## config.mk

```make
export PLATFORM = sky130hd
export DESIGN_NAME = fa_lock_monitor
export DESIGN_NICKNAME = d
export VERILOG_FILES = /design/src/rtl/fa_pkg.sv /design/src/rtl/fa_bit_position.sv /design/src/rtl/fa_lock_fsm.sv /design/src/rtl/fa_sat_counter.sv /design/src/rtl/fa_alert.sv /design/src/rtl/fa_lock_monitor.sv
export SDC_FILE = /design/constraint.sdc
export NUM_CORES = 1
export LEC_CHECK = 0
export BUFFER_PORTS_ARGS = -buffer_cell sky130_fd_sc_hd__buf_4
export CAP_MARGIN = 25
export CORE_UTILIZATION = 53
export DETAILED_ROUTE_END_ITERATION = 10
export PLACE_DENSITY = 0.76
export SKIP_LAST_GASP = 1
export SLEW_MARGIN = 15
export SYNTH_ARGS = -nofsm -noshare
export SYNTH_HDL_FRONTEND = slang
export SYNTH_SLANG_ARGS = --single-unit
```

## constraint.sdc

```tcl
create_clock -name clk -period 2.6 [get_ports clk]
set_clock_uncertainty 0.15 [all_clocks]
set_input_delay 0.39 -clock clk [delete_from_list [all_inputs] [get_ports clk]]
set_output_delay 0.39 -clock clk [all_outputs]
set_load 0.1 [all_outputs]
```

## src/rtl/fa_pkg.sv

```systemverilog
package fa_pkg;
  typedef enum logic [1:0] {
    ST_SEARCH  = 2'd0,
    ST_LOCKED  = 2'd1,
    ST_CONFIRM = 2'd2
  } fa_state_e;
endpackage

```

## src/rtl/fa_bit_position.sv

```systemverilog
module fa_bit_position #(
  parameter int FRAME_BITS = 512,
  localparam int PW = $clog2(FRAME_BITS)
) (
  input  logic          clk,
  input  logic          rst_n,
  input  logic          adv,
  output logic [PW-1:0] pos
);
  logic [PW-1:0] pos_q, pos_d;

  always_comb begin
    pos_d = pos_q;
    if (adv) begin
      if (pos_q == PW'(FRAME_BITS - 1)) pos_d = '0;
      else                               pos_d = pos_q + PW'(1);
    end
  end

  always_ff @(posedge clk or negedge rst_n) begin
    if (!rst_n) pos_q <= '0;
    else        pos_q <= pos_d;
  end

  assign pos = pos_q;
endmodule

```

## src/rtl/fa_lock_fsm.sv

```systemverilog
module fa_lock_fsm
  import fa_pkg::*;
#(
  parameter int          FRAME_BITS    = 512,
  parameter int          PAT_W         = 8,
  parameter logic [PAT_W-1:0] ALIGN_PAT = 8'b00011011,
  parameter int          REPEATS       = 3,
  parameter int          CONFIRM_SLOTS = 4,
  localparam int PW         = $clog2(FRAME_BITS),
  localparam int LOCK_SLOTS = PAT_W * REPEATS,
  localparam int CW         = $clog2(LOCK_SLOTS),
  localparam int KW         = $clog2(CONFIRM_SLOTS + 1)
) (
  input  logic          clk,
  input  logic          rst_n,
  input  logic          framing_en,
  input  logic          bit_vld,
  input  logic          bit_in,
  input  logic [PW-1:0] pos,
  input  logic          force_loss,
  output fa_state_e     state,
  output logic [PW-1:0] cand,
  output logic          lock_evt,
  output logic          loss_evt,
  output logic          loss_forced,
  output logic          frame_inc,
  output logic          align_slot
);
  localparam logic [2*PAT_W-1:0] PAT_DBL = {ALIGN_PAT, ALIGN_PAT};

  fa_state_e      state_q, state_d;
  logic [PW-1:0]  cand_q, cand_d;
  logic [CW-1:0]  cnt_q, cnt_d;
  logic [KW-1:0]  conf_q, conf_d;
  logic [PAT_W-1:0] sr_q, sr_d;

  logic [PAT_W-1:0] win;
  logic [PAT_W-1:0] rot_hit;
  logic             slot;
  logic             expect_bit;

  assign win        = {sr_q[PAT_W-2:0], bit_in};
  assign expect_bit = sr_q[PAT_W-1];
  assign slot       = bit_vld && framing_en && (pos == cand_q);

  // One comparator per rotation of the marker
  for (genvar g = 0; g < PAT_W; g++) begin : g_rot
    assign rot_hit[g] = (win == PAT_DBL[2*PAT_W-1-g -: PAT_W]);
  end

  always_comb begin
    state_d     = state_q;
    cand_d      = cand_q;
    cnt_d       = cnt_q;
    conf_d      = conf_q;
    sr_d        = sr_q;
    lock_evt    = 1'b0;
    loss_evt    = 1'b0;
    loss_forced = 1'b0;
    frame_inc   = 1'b0;

    if (!framing_en) begin
      state_d = ST_SEARCH;
      cnt_d   = '0;
      conf_d  = '0;
    end else if (force_loss) begin
      if (state_q != ST_SEARCH) begin
        loss_evt    = 1'b1;
        loss_forced = 1'b1;
      end
      state_d = ST_SEARCH;
      cnt_d   = '0;
      conf_d  = '0;
    end else if (slot) begin
      unique case (state_q)
        ST_SEARCH: begin
          if (cnt_q < CW'(PAT_W - 1)) begin
            sr_d  = win;
            cnt_d = cnt_q + CW'(1);
          end else if ((cnt_q == CW'(PAT_W - 1)) ? (|rot_hit) : (bit_in == expect_bit)) begin
            sr_d = win;
            if (cnt_q == CW'(LOCK_SLOTS - 1)) begin
              state_d  = ST_LOCKED;
              cnt_d    = '0;
              lock_evt = 1'b1;
            end else begin
              cnt_d = cnt_q + CW'(1);
            end
          end else begin
            cnt_d = '0;
            if (cand_q == PW'(FRAME_BITS - 1)) cand_d = '0;
            else                                cand_d = cand_q + PW'(1);
          end
        end
        ST_LOCKED: begin
          sr_d      = {sr_q[PAT_W-2:0], expect_bit};
          frame_inc = 1'b1;
          if (bit_in != expect_bit) begin
            state_d = ST_CONFIRM;
            conf_d  = KW'(CONFIRM_SLOTS);
          end
        end
        ST_CONFIRM: begin
          if (bit_in != expect_bit) begin
            state_d  = ST_SEARCH;
            cnt_d    = '0;
            conf_d   = '0;
            loss_evt = 1'b1;
          end else begin
            sr_d      = {sr_q[PAT_W-2:0], expect_bit};
            frame_inc = 1'b1;
            conf_d    = conf_q - KW'(1);
            if (conf_q == KW'(1)) state_d = ST_LOCKED;
          end
        end
        default: state_d = ST_SEARCH;
      endcase
    end
  end

  always_ff @(posedge clk or negedge rst_n) begin
    if (!rst_n) begin
      state_q <= ST_SEARCH;
      cand_q  <= '0;
      cnt_q   <= '0;
      conf_q  <= '0;
      sr_q    <= '0;
    end else begin
      state_q <= state_d;
      cand_q  <= cand_d;
      cnt_q   <= cnt_d;
      conf_q  <= conf_d;
      sr_q    <= sr_d;
    end
  end

  assign state      = state_q;
  assign cand       = cand_q;
  assign align_slot = slot && (state_q != ST_SEARCH);
endmodule

```

## src/rtl/fa_sat_counter.sv

```systemverilog
module fa_sat_counter #(
  parameter int W = 16
) (
  input  logic         clk,
  input  logic         rst_n,
  input  logic         inc,
  output logic [W-1:0] cnt
);
  logic [W-1:0] cnt_q, cnt_d;

  always_comb begin
    cnt_d = cnt_q;
    if (inc && (cnt_q != {W{1'b1}})) cnt_d = cnt_q + W'(1);
  end

  always_ff @(posedge clk or negedge rst_n) begin
    if (!rst_n) cnt_q <= '0;
    else        cnt_q <= cnt_d;
  end

  assign cnt = cnt_q;
endmodule

```

## src/rtl/fa_alert.sv

```systemverilog
module fa_alert (
  input  logic clk,
  input  logic rst_n,
  input  logic lock_evt,
  input  logic loss_evt,
  input  logic loss_forced,
  input  logic stat_rd,
  output logic irq_n,
  output logic lock_lost
);
  logic irq_q, irq_d;
  logic lost_q, lost_d;

  always_comb begin
    irq_d  = lock_evt || (loss_evt && !loss_forced) || (irq_q && !stat_rd);
    lost_d = loss_evt || (lost_q && !stat_rd);
  end

  always_ff @(posedge clk or negedge rst_n) begin
    if (!rst_n) begin
      irq_q  <= 1'b0;
      lost_q <= 1'b0;
    end else begin
      irq_q  <= irq_d;
      lost_q <= lost_d;
    end
  end

  assign irq_n     = !irq_q;
  assign lock_lost = lost_q;
endmodule

```

## src/rtl/fa_lock_monitor.sv

```systemverilog
module fa_lock_monitor
  import fa_pkg::*;
#(
  parameter int FRAME_BITS    = 512,
  parameter int CNT_W         = 16,
  parameter int REPEATS       = 3,
  parameter int CONFIRM_SLOTS = 4,
  parameter logic [7:0] ALIGN_PAT = 8'b00011011,
  localparam int PW = $clog2(FRAME_BITS)
) (
  input  logic             clk,
  input  logic             rst_n,
  input  logic             framing_en,
  input  logic             bit_vld,
  input  logic             bit_in,
  input  logic             force_loss,
  input  logic             stat_rd,
  output logic             locked,
  output logic             lock_lost,
  output logic             irq_n,
  output logic [PW-1:0]    phase,
  output logic [CNT_W-1:0] frame_cnt,
  output logic             out_bit,
  output logic             out_vld,
  output logic             out_align
);
  logic [PW-1:0] pos;
  fa_state_e     state;
  logic          lock_evt, loss_evt, loss_forced, frame_inc, align_slot;
  logic          obit_q, ovld_q, oalign_q;

  fa_bit_position #(.FRAME_BITS(FRAME_BITS)) u_pos (
    .clk   (clk),
    .rst_n (rst_n),
    .adv   (bit_vld),
    .pos   (pos)
  );

  fa_lock_fsm #(
    .FRAME_BITS    (FRAME_BITS),
    .PAT_W         (8),
    .ALIGN_PAT     (ALIGN_PAT),
    .REPEATS       (REPEATS),
    .CONFIRM_SLOTS (CONFIRM_SLOTS)
  ) u_fsm (
    .clk         (clk),
    .rst_n       (rst_n),
    .framing_en  (framing_en),
    .bit_vld     (bit_vld),
    .bit_in      (bit_in),
    .pos         (pos),
    .force_loss  (force_loss),
    .state       (state),
    .cand        (phase),
    .lock_evt    (lock_evt),
    .loss_evt    (loss_evt),
    .loss_forced (loss_forced),
    .frame_inc   (frame_inc),
    .align_slot  (align_slot)
  );

  fa_sat_counter #(.W(CNT_W)) u_cnt (
    .clk   (clk),
    .rst_n (rst_n),
    .inc   (frame_inc),
    .cnt   (frame_cnt)
  );

  fa_alert u_alert (
    .clk         (clk),
    .rst_n       (rst_n),
    .lock_evt    (lock_evt),
    .loss_evt    (loss_evt),
    .loss_forced (loss_forced),
    .stat_rd     (stat_rd),
    .irq_n       (irq_n),
    .lock_lost   (lock_lost)
  );

  always_ff @(posedge clk or negedge rst_n) begin
    if (!rst_n) begin
      obit_q   <= 1'b0;
      ovld_q   <= 1'b0;
      oalign_q <= 1'b0;
    end else begin
      ovld_q   <= bit_vld;
      oalign_q <= align_slot;
      if (bit_vld) obit_q <= bit_in;
    end
  end

  assign locked    = !framing_en || (state != ST_SEARCH);
  assign out_bit   = obit_q;
  assign out_vld   = ovld_q;
  assign out_align = oalign_q;
endmodule

```

## After elaboration in Yosys (flattened, before gate mapping)

Index checks and enable logic that the tools add are counted.

- Memories kept: 0
- Register bits after elaboration: 57
- Bits in read-only memories: 0
- Input bits: 7
- Logic and storage cells: 126
- RAM bits: 0
- Latch bits: 0
- Output and inout bits: 31

- $mul: 0
- Divide/modulo/power cells: 0
- Reductions and logical operators: 24
- $lt $le $gt $ge: 1
- Add/subtract/negate cells: 5
- Bitwise operators: 3
- Mux-type cells: 51
- Equal/unequal tests: 30
- Shift operators: 0

Operator list:

| cell | count |
|---|---|
| $mux W5 | 7 |
| $eq A8 B8 Y1 const B | 4 |
| $mux W8 | 3 |
| $pmux W8 S3 | 1 |
| $mux W1 | 20 |
| $add A9 B1 Y9 const B | 2 |
| $eq A9 B9 Y1 const B | 2 |
| $mux W2 | 9 |
| $mux W9 | 2 |
| $reduce_and A6 Y1 | 3 |
| $add A16 B1 Y16 const B | 1 |
| $eq A8 B7 Y1 const B | 2 |
| $ne A16 B16 Y1 const B | 1 |
| $ne A4 B3 Y1 const B | 4 |
| $mux W3 | 5 |
| $pmux W5 S2 | 1 |
| $eq A9 B9 Y1 | 1 |
| $eq A8 B5 Y1 const B | 1 |
| $eq A8 B6 Y1 const B | 1 |
| $ne A4 B1 Y1 const B | 2 |
| $reduce_or A8 Y1 | 1 |
| $logic_and A1 B1 Y1 | 7 |
| $ne A3 B1 Y1 const B | 2 |
| $pmux W2 S3 | 1 |
| other kinds (22) | 31 |

## Longest topological paths before layout

- Word-level depth: 11
- Mapped depth: 9
- Mapped depth without buffers: 8

## Hierarchy

Synthesis repeated with hierarchy kept, for this count alone.

- Cell total of the unflattened synthesis: 341
- Area, all modules: 3380.7 sq um

Modules (own cells, without submodules):

| module | seq. area each (sq um) | instances | area an instance (sq um) | cells an instance |
|---|---|---|---|---|
| fa_lock_fsm | 675.6 | 1 | 1936.9 | 209 |
| fa_sat_counter | 400.4 | 1 | 782.0 | 72 |
| fa_bit_position | 225.2 | 1 | 486.7 | 48 |
| fa_lock_monitor | 75.1 | 1 | 95.1 | 5 |
| fa_alert | 50.0 | 1 | 80.1 | 7 |

## Worst setup path before layout

OpenSTA, ideal clock, no wires.

- Path kind: register to register
- From: register u_fsm.cand_q[0] (netlist: u_fsm.cand[0])
- To: register u_fsm.cand_q[6] (netlist: u_fsm.cand[6])
- Clock period less this slack: 3.158 ns
- Setup time: 0.167 ns
- Stages on the path, launching flop included: 10
- Path slack: -0.558 ns
- Data required time: 2.283 ns
- Buffers on the path: 1
- Data arrival time: 2.842 ns
- Cell sequence: dfrtp_1 ha_1 and3_1 and3_1 and3_1 ha_1 clkbuf_1 nor2_1 o31ai_1 o41ai_2

- Word-level cells in the longest chain between the ends: 3
- Elaborated cells on any way between the ends: 6
- Classes of those cells: 1 x add/sub; 2 x eq/ne; 1 x mux; 2 x reduce/logical

Ends and longest elaborated chain:

| element | RTL line | source |
|---|---|---|
| from (decl) | fa_lock_fsm.sv:32 | `logic [PW-1:0] cand_q, cand_d;` |
| from (signal assigned) | fa_lock_fsm.sv:130 | `cand_q <= cand_d;` |
| parallel branches: the longest is 3 deep, another holds $add A9 B1 Y9 | -- |  |

Parallel ways; which one is timed is not known.
A chain may end at the register's enable or synchronous reset.

## Worst setup path after layout

- From: register u_fsm.cand_q[0] (netlist: u_fsm.cand[0])
- To: register u_fsm.cand_q[2] (netlist: u_fsm.cand[2])

The elaborated chain is that of the path after synthesis.

==> results.py <==
metrics = {
    "run_status": {
        "run_status": "finished, final reports clean",
    },
    "grt": {
        "grt_usage_pct": 24.89,
        "grt_max_degree": 58,
        "grt_antenna_before_repair": 0,
        "grt_pass1_vias": 2557,
        "grt_pass1_wl_um": 12450,
        "grt_overflow": 0,
    },
    "cts": {
        "postCtsSetupRepairBufs": 0,
        "clkLatencyLatePin_ns": 0.34,
        "cts_sinks": 57,
        "clkTransAtPathRegs_ns": 0.06,
        "cts-root-buf": "clkbuf_8",
        "cts_buffers": 9,
        "h-tree-depth": 3,
        "cts_max_path_buffers": 2,
        "cts_tree": "built",
    },
    "finish": {
        "seq_area_sq_mm": 0.001453,
        "multiInputGateArea_sq_mm": 0.001849,
        "fin_nets": 387,
        "diodes": 0,
        "stdcell_area_sq_mm": 0.003959,
        "final_cell_mix": "buf_4 (44), dfrtp_1 (40), nor2_1 (25)",
        "fin_cells": 447,
        "nFillCells": 498,
        "syn_to_final_growth_pct": 17.84,
        "drive_gt1_share_pct": 30.91,
        "final_common_cell": "buf_4",
    },
    "yosys": {
        "syn_area_sq_mm": 0.003359,
        "synth_top_family_by_area": "simple AND/OR/NAND/NOR gates",
        "ys_async_sr_fraction_pct": 100.0,
        "synthMuxAreaShare_pct": 6.220,
        "synth_simple_gate_area_share_pct": 23.54,
        "synth-main-ff-cell": "dfrtp_1",
        "yosysSeqAreaShare_pct": 42.46,
        "synthCells": 320,
        "synth-edff-count": 0,
        "yosys_warnings": 0,
        "synth_compound_area_share_pct": 13.37,
        "ys_ff_latch": 57,
        "synthXorXnorAreaFrac_pct": 7.002,
        "synth_fp_nets": 340,
        "yosysUniqueCellTypes": 53,
        "synth.avg_cell_area_sq_um": 10.50,
        "synth_adder_area_share_pct": 4.842,
    },
    "detailed_routing": {
        "routed_via_density": 5.957,
        "drcViolationCount": 0,
        "routed_wl_um": 7234,
        "antenna_left": 0,
        "wl_per_cell_um": 16.18,
        "drt_iter0_drc": 90,
        "drtPass1Iterations": 4,
        "vias": 2663,
    },
    "sta": {
        "fin_crit_ns": 2.401,
        "slew_headroom_pct": 52.09,
        "setup_tns_ns": 0,
        "rsz0062_at_grt": "false",
        "finalHoldViolCount": 0,
        "period_share_pct": 92.36,
        "fmax_mhz": 416.4,
        "tightest_slew_ns": 0.7187,
        "drv_slew": 0,
        "finalSetupViolations": 0,
    },
    "min_path": {
        "hold_start": "stat_rd",
        "hold_depth": 2,
        "hold_end": "u_alert.irq_q",
        "worstHoldPathType": "input pin to flop",
    },
    "power": {
        "leakage_nw": 1.843,
        "peakVddDrop_mv": 0.3070,
        "cellPowerDensity_mw_per_mm2": 531.7,
    },
    "worst_setup_path": {
        "r2r_start": "u_fsm.cand[0]",
        "r2r_cells": 8,
        "ff2ff_setup_slack_ns": 0.20,
        "critPathKind": "flop to flop",
        "critPathRequiredTime_ns": 2.66,
        "crit_fanout": 14,
        "start_kind": "flop",
        "critical_path_arrival_ns": 2.46,
        "r2r_end": "u_fsm.cand[2]",
        "worstSetupEndpointType": "flop",
    },
    "floorplanning": {
        "dieArea_sq_mm": 0.006661,
        "dieHeight_um": 81.62,
        "ioPinCount": 38,
        "fp-row-count": 28,
        "chipWidth_um": 81.62,
        "fp.coreArea_sq_mm": 0.006026,
        "start_util_pct": 55.75,
    },
    "place": {
        "hpwlAfterDp_um": 5029,
        "placed_cells": 430,
        "place_congestion": 0.8358,
        "place_area_sq_mm": 0.003761,
        "port_buffers": 37,
    },
    "run": {
        "maxCapViolations": 0,
    },
}
how the worst max path moves through the flow:
stage	start	to
global placement	u_fsm.cand[0]	u_fsm.cand[3]
detailed placement	u_fsm.cand[0]	u_fsm.cand[3]
floorplan	u_cnt.cnt[9]	u_cnt.cnt[4]
CTS	u_fsm.cand[0]	u_fsm.cand[2]
finish	u_fsm.cand[0]	u_fsm.cand[2]
global route	u_fsm.cand[0]	u_fsm.cand[2]
layer usage:
metal	track usage (%)	part of all wire (%)	vias up	wire length (um)
met3	7.444	5.6	9	404
met2	39.00	47	67	3389
met4	8.421	1.2	0	87
met5	0	0	-	0
met1	32.77	46	1312	3352
li1	-	-	1275	-
through the flow:
stage / power (mW) / util (%) / setup slack [ns] / hold WS [ns]
5_1_grt: 2.209 / 65.70 / 0.02634 / 0.09912
6_report: 2.105 / 65.70 / 0.1986 / 0.1022
2_1_floorplan: 1.235 / - / 0.05334 / -0.05559
4_1_cts: 2.121 / 65.66 / 0.03064 / 0.09839
3_3_place_gp: 1.327 / 62.42 / 0.1307 / 0.3191
3_5_place_dp: 1.336 / 62.42 / 0.03860 / 0.3202
layout make-up:
class                   count  area share (%)
well taps                  75           2.370
inverters                  10          0.9482
clock inverters             2          0.3161
clock buffers              14           4.362
flip-flops and latches     57           36.69
repair buffers             45           8.597
multi-input cells         244           46.71
repair_timing:
item                                    CTS  global route
hold buffers                              1             0
resized for setup                         0             1
endpoints found under the setup margin    0             6
endpoints found under the hold margin    57             0
power breakdown:
| part | switching [mW] | internal (mW) |
|---|---|---|
| registers | 0.0827 | 0.941 |
| clock network | 0.360 | 0.423 |
| logic | 0.171 | 0.127 |
flip-flops by register name, summed over array words and instances (netlist names):
| register | cells |
|---|---|
| out_vld | 1 |
| u_fsm.cand | 9 |
| u_fsm.sr_q | 8 |
| u_fsm.conf_q | 3 |
| u_pos.pos | 9 |
| out_bit | 1 |
| u_fsm.state | 2 |
| out_align | 1 |
| u_alert.irq_q | 1 |
| u_alert.lock_lost | 1 |
| u_cnt.cnt | 16 |
| u_fsm.cnt_q | 5 |
cells by family (layout without fill, tap and decap cells):
| kind of cell | count (synthesis) | after routing |
|---|---|---|
| buffers and inverters | 19 | 71 |
| AND/OR/NAND/NOR | 130 | 130 |
| flip-flops | 57 | 57 |
| adder cells (fa/ha/maj) | 13 | 13 |
| AO/OA/AOI/OAI | 57 | 57 |
| XOR/XNOR | 26 | 26 |
| multiplexers | 18 | 18 |
synth_stat cells (2+ instances only):
| cell | count | area share [%] |
|---|---|---|
| dfrtp_1 | 57 | 42 |
| nor2_1 | 25 | 2.8 |
| nand2_1 | 23 | 2.6 |
| and3_1 | 15 | 2.8 |
| mux2_2 | 15 | 5.0 |
| xnor2_1 | 15 | 3.9 |
| nand3_1 | 14 | 2.1 |
| o21ai_0 | 14 | 2.1 |
| ha_1 | 13 | 4.8 |
| inv_1 | 10 | 1.1 |
| nand4_1 | 10 | 1.9 |
| xor2_1 | 10 | 2.6 |
| a21oi_1 | 8 | 1.2 |
| o31ai_1 | 8 | 1.8 |
| nand2b_1 | 7 | 1.3 |
| o41ai_2 | 6 | 2.9 |
| a22o_1 | 5 | 1.3 |
| and4bb_2 | 5 | 1.9 |
| nor4bb_1 | 5 | 1.5 |
| clkbuf_1 | 4 | 0.45 |
| nand4b_1 | 4 | 1.0 |
| buf_2 | 3 | 0.45 |
| nor2b_1 | 3 | 0.56 |
| nor3_1 | 3 | 0.45 |
| o211ai_1 | 3 | 0.67 |
| a21o_1 | 2 | 0.45 |
| a31oi_1 | 2 | 0.37 |
| and2_1 | 2 | 0.37 |
| and4bb_1 | 2 | 0.74 |
| mux2_4 | 2 | 0.89 |
| nand3_2 | 2 | 0.60 |
| o21ai_2 | 2 | 0.52 |
worst max-delay path, stage by stage, from the launching register on:
cell and delay [ns]:
dfrtp_4 0.45, ha_1 0.22, and3_1 0.23, and3_1 0.18, and3_1 0.17, ha_2 0.39
nor2_1 0.08, o31ai_1 0.27, o41ai_2 0.12
(Power assumes the default switching activity.)
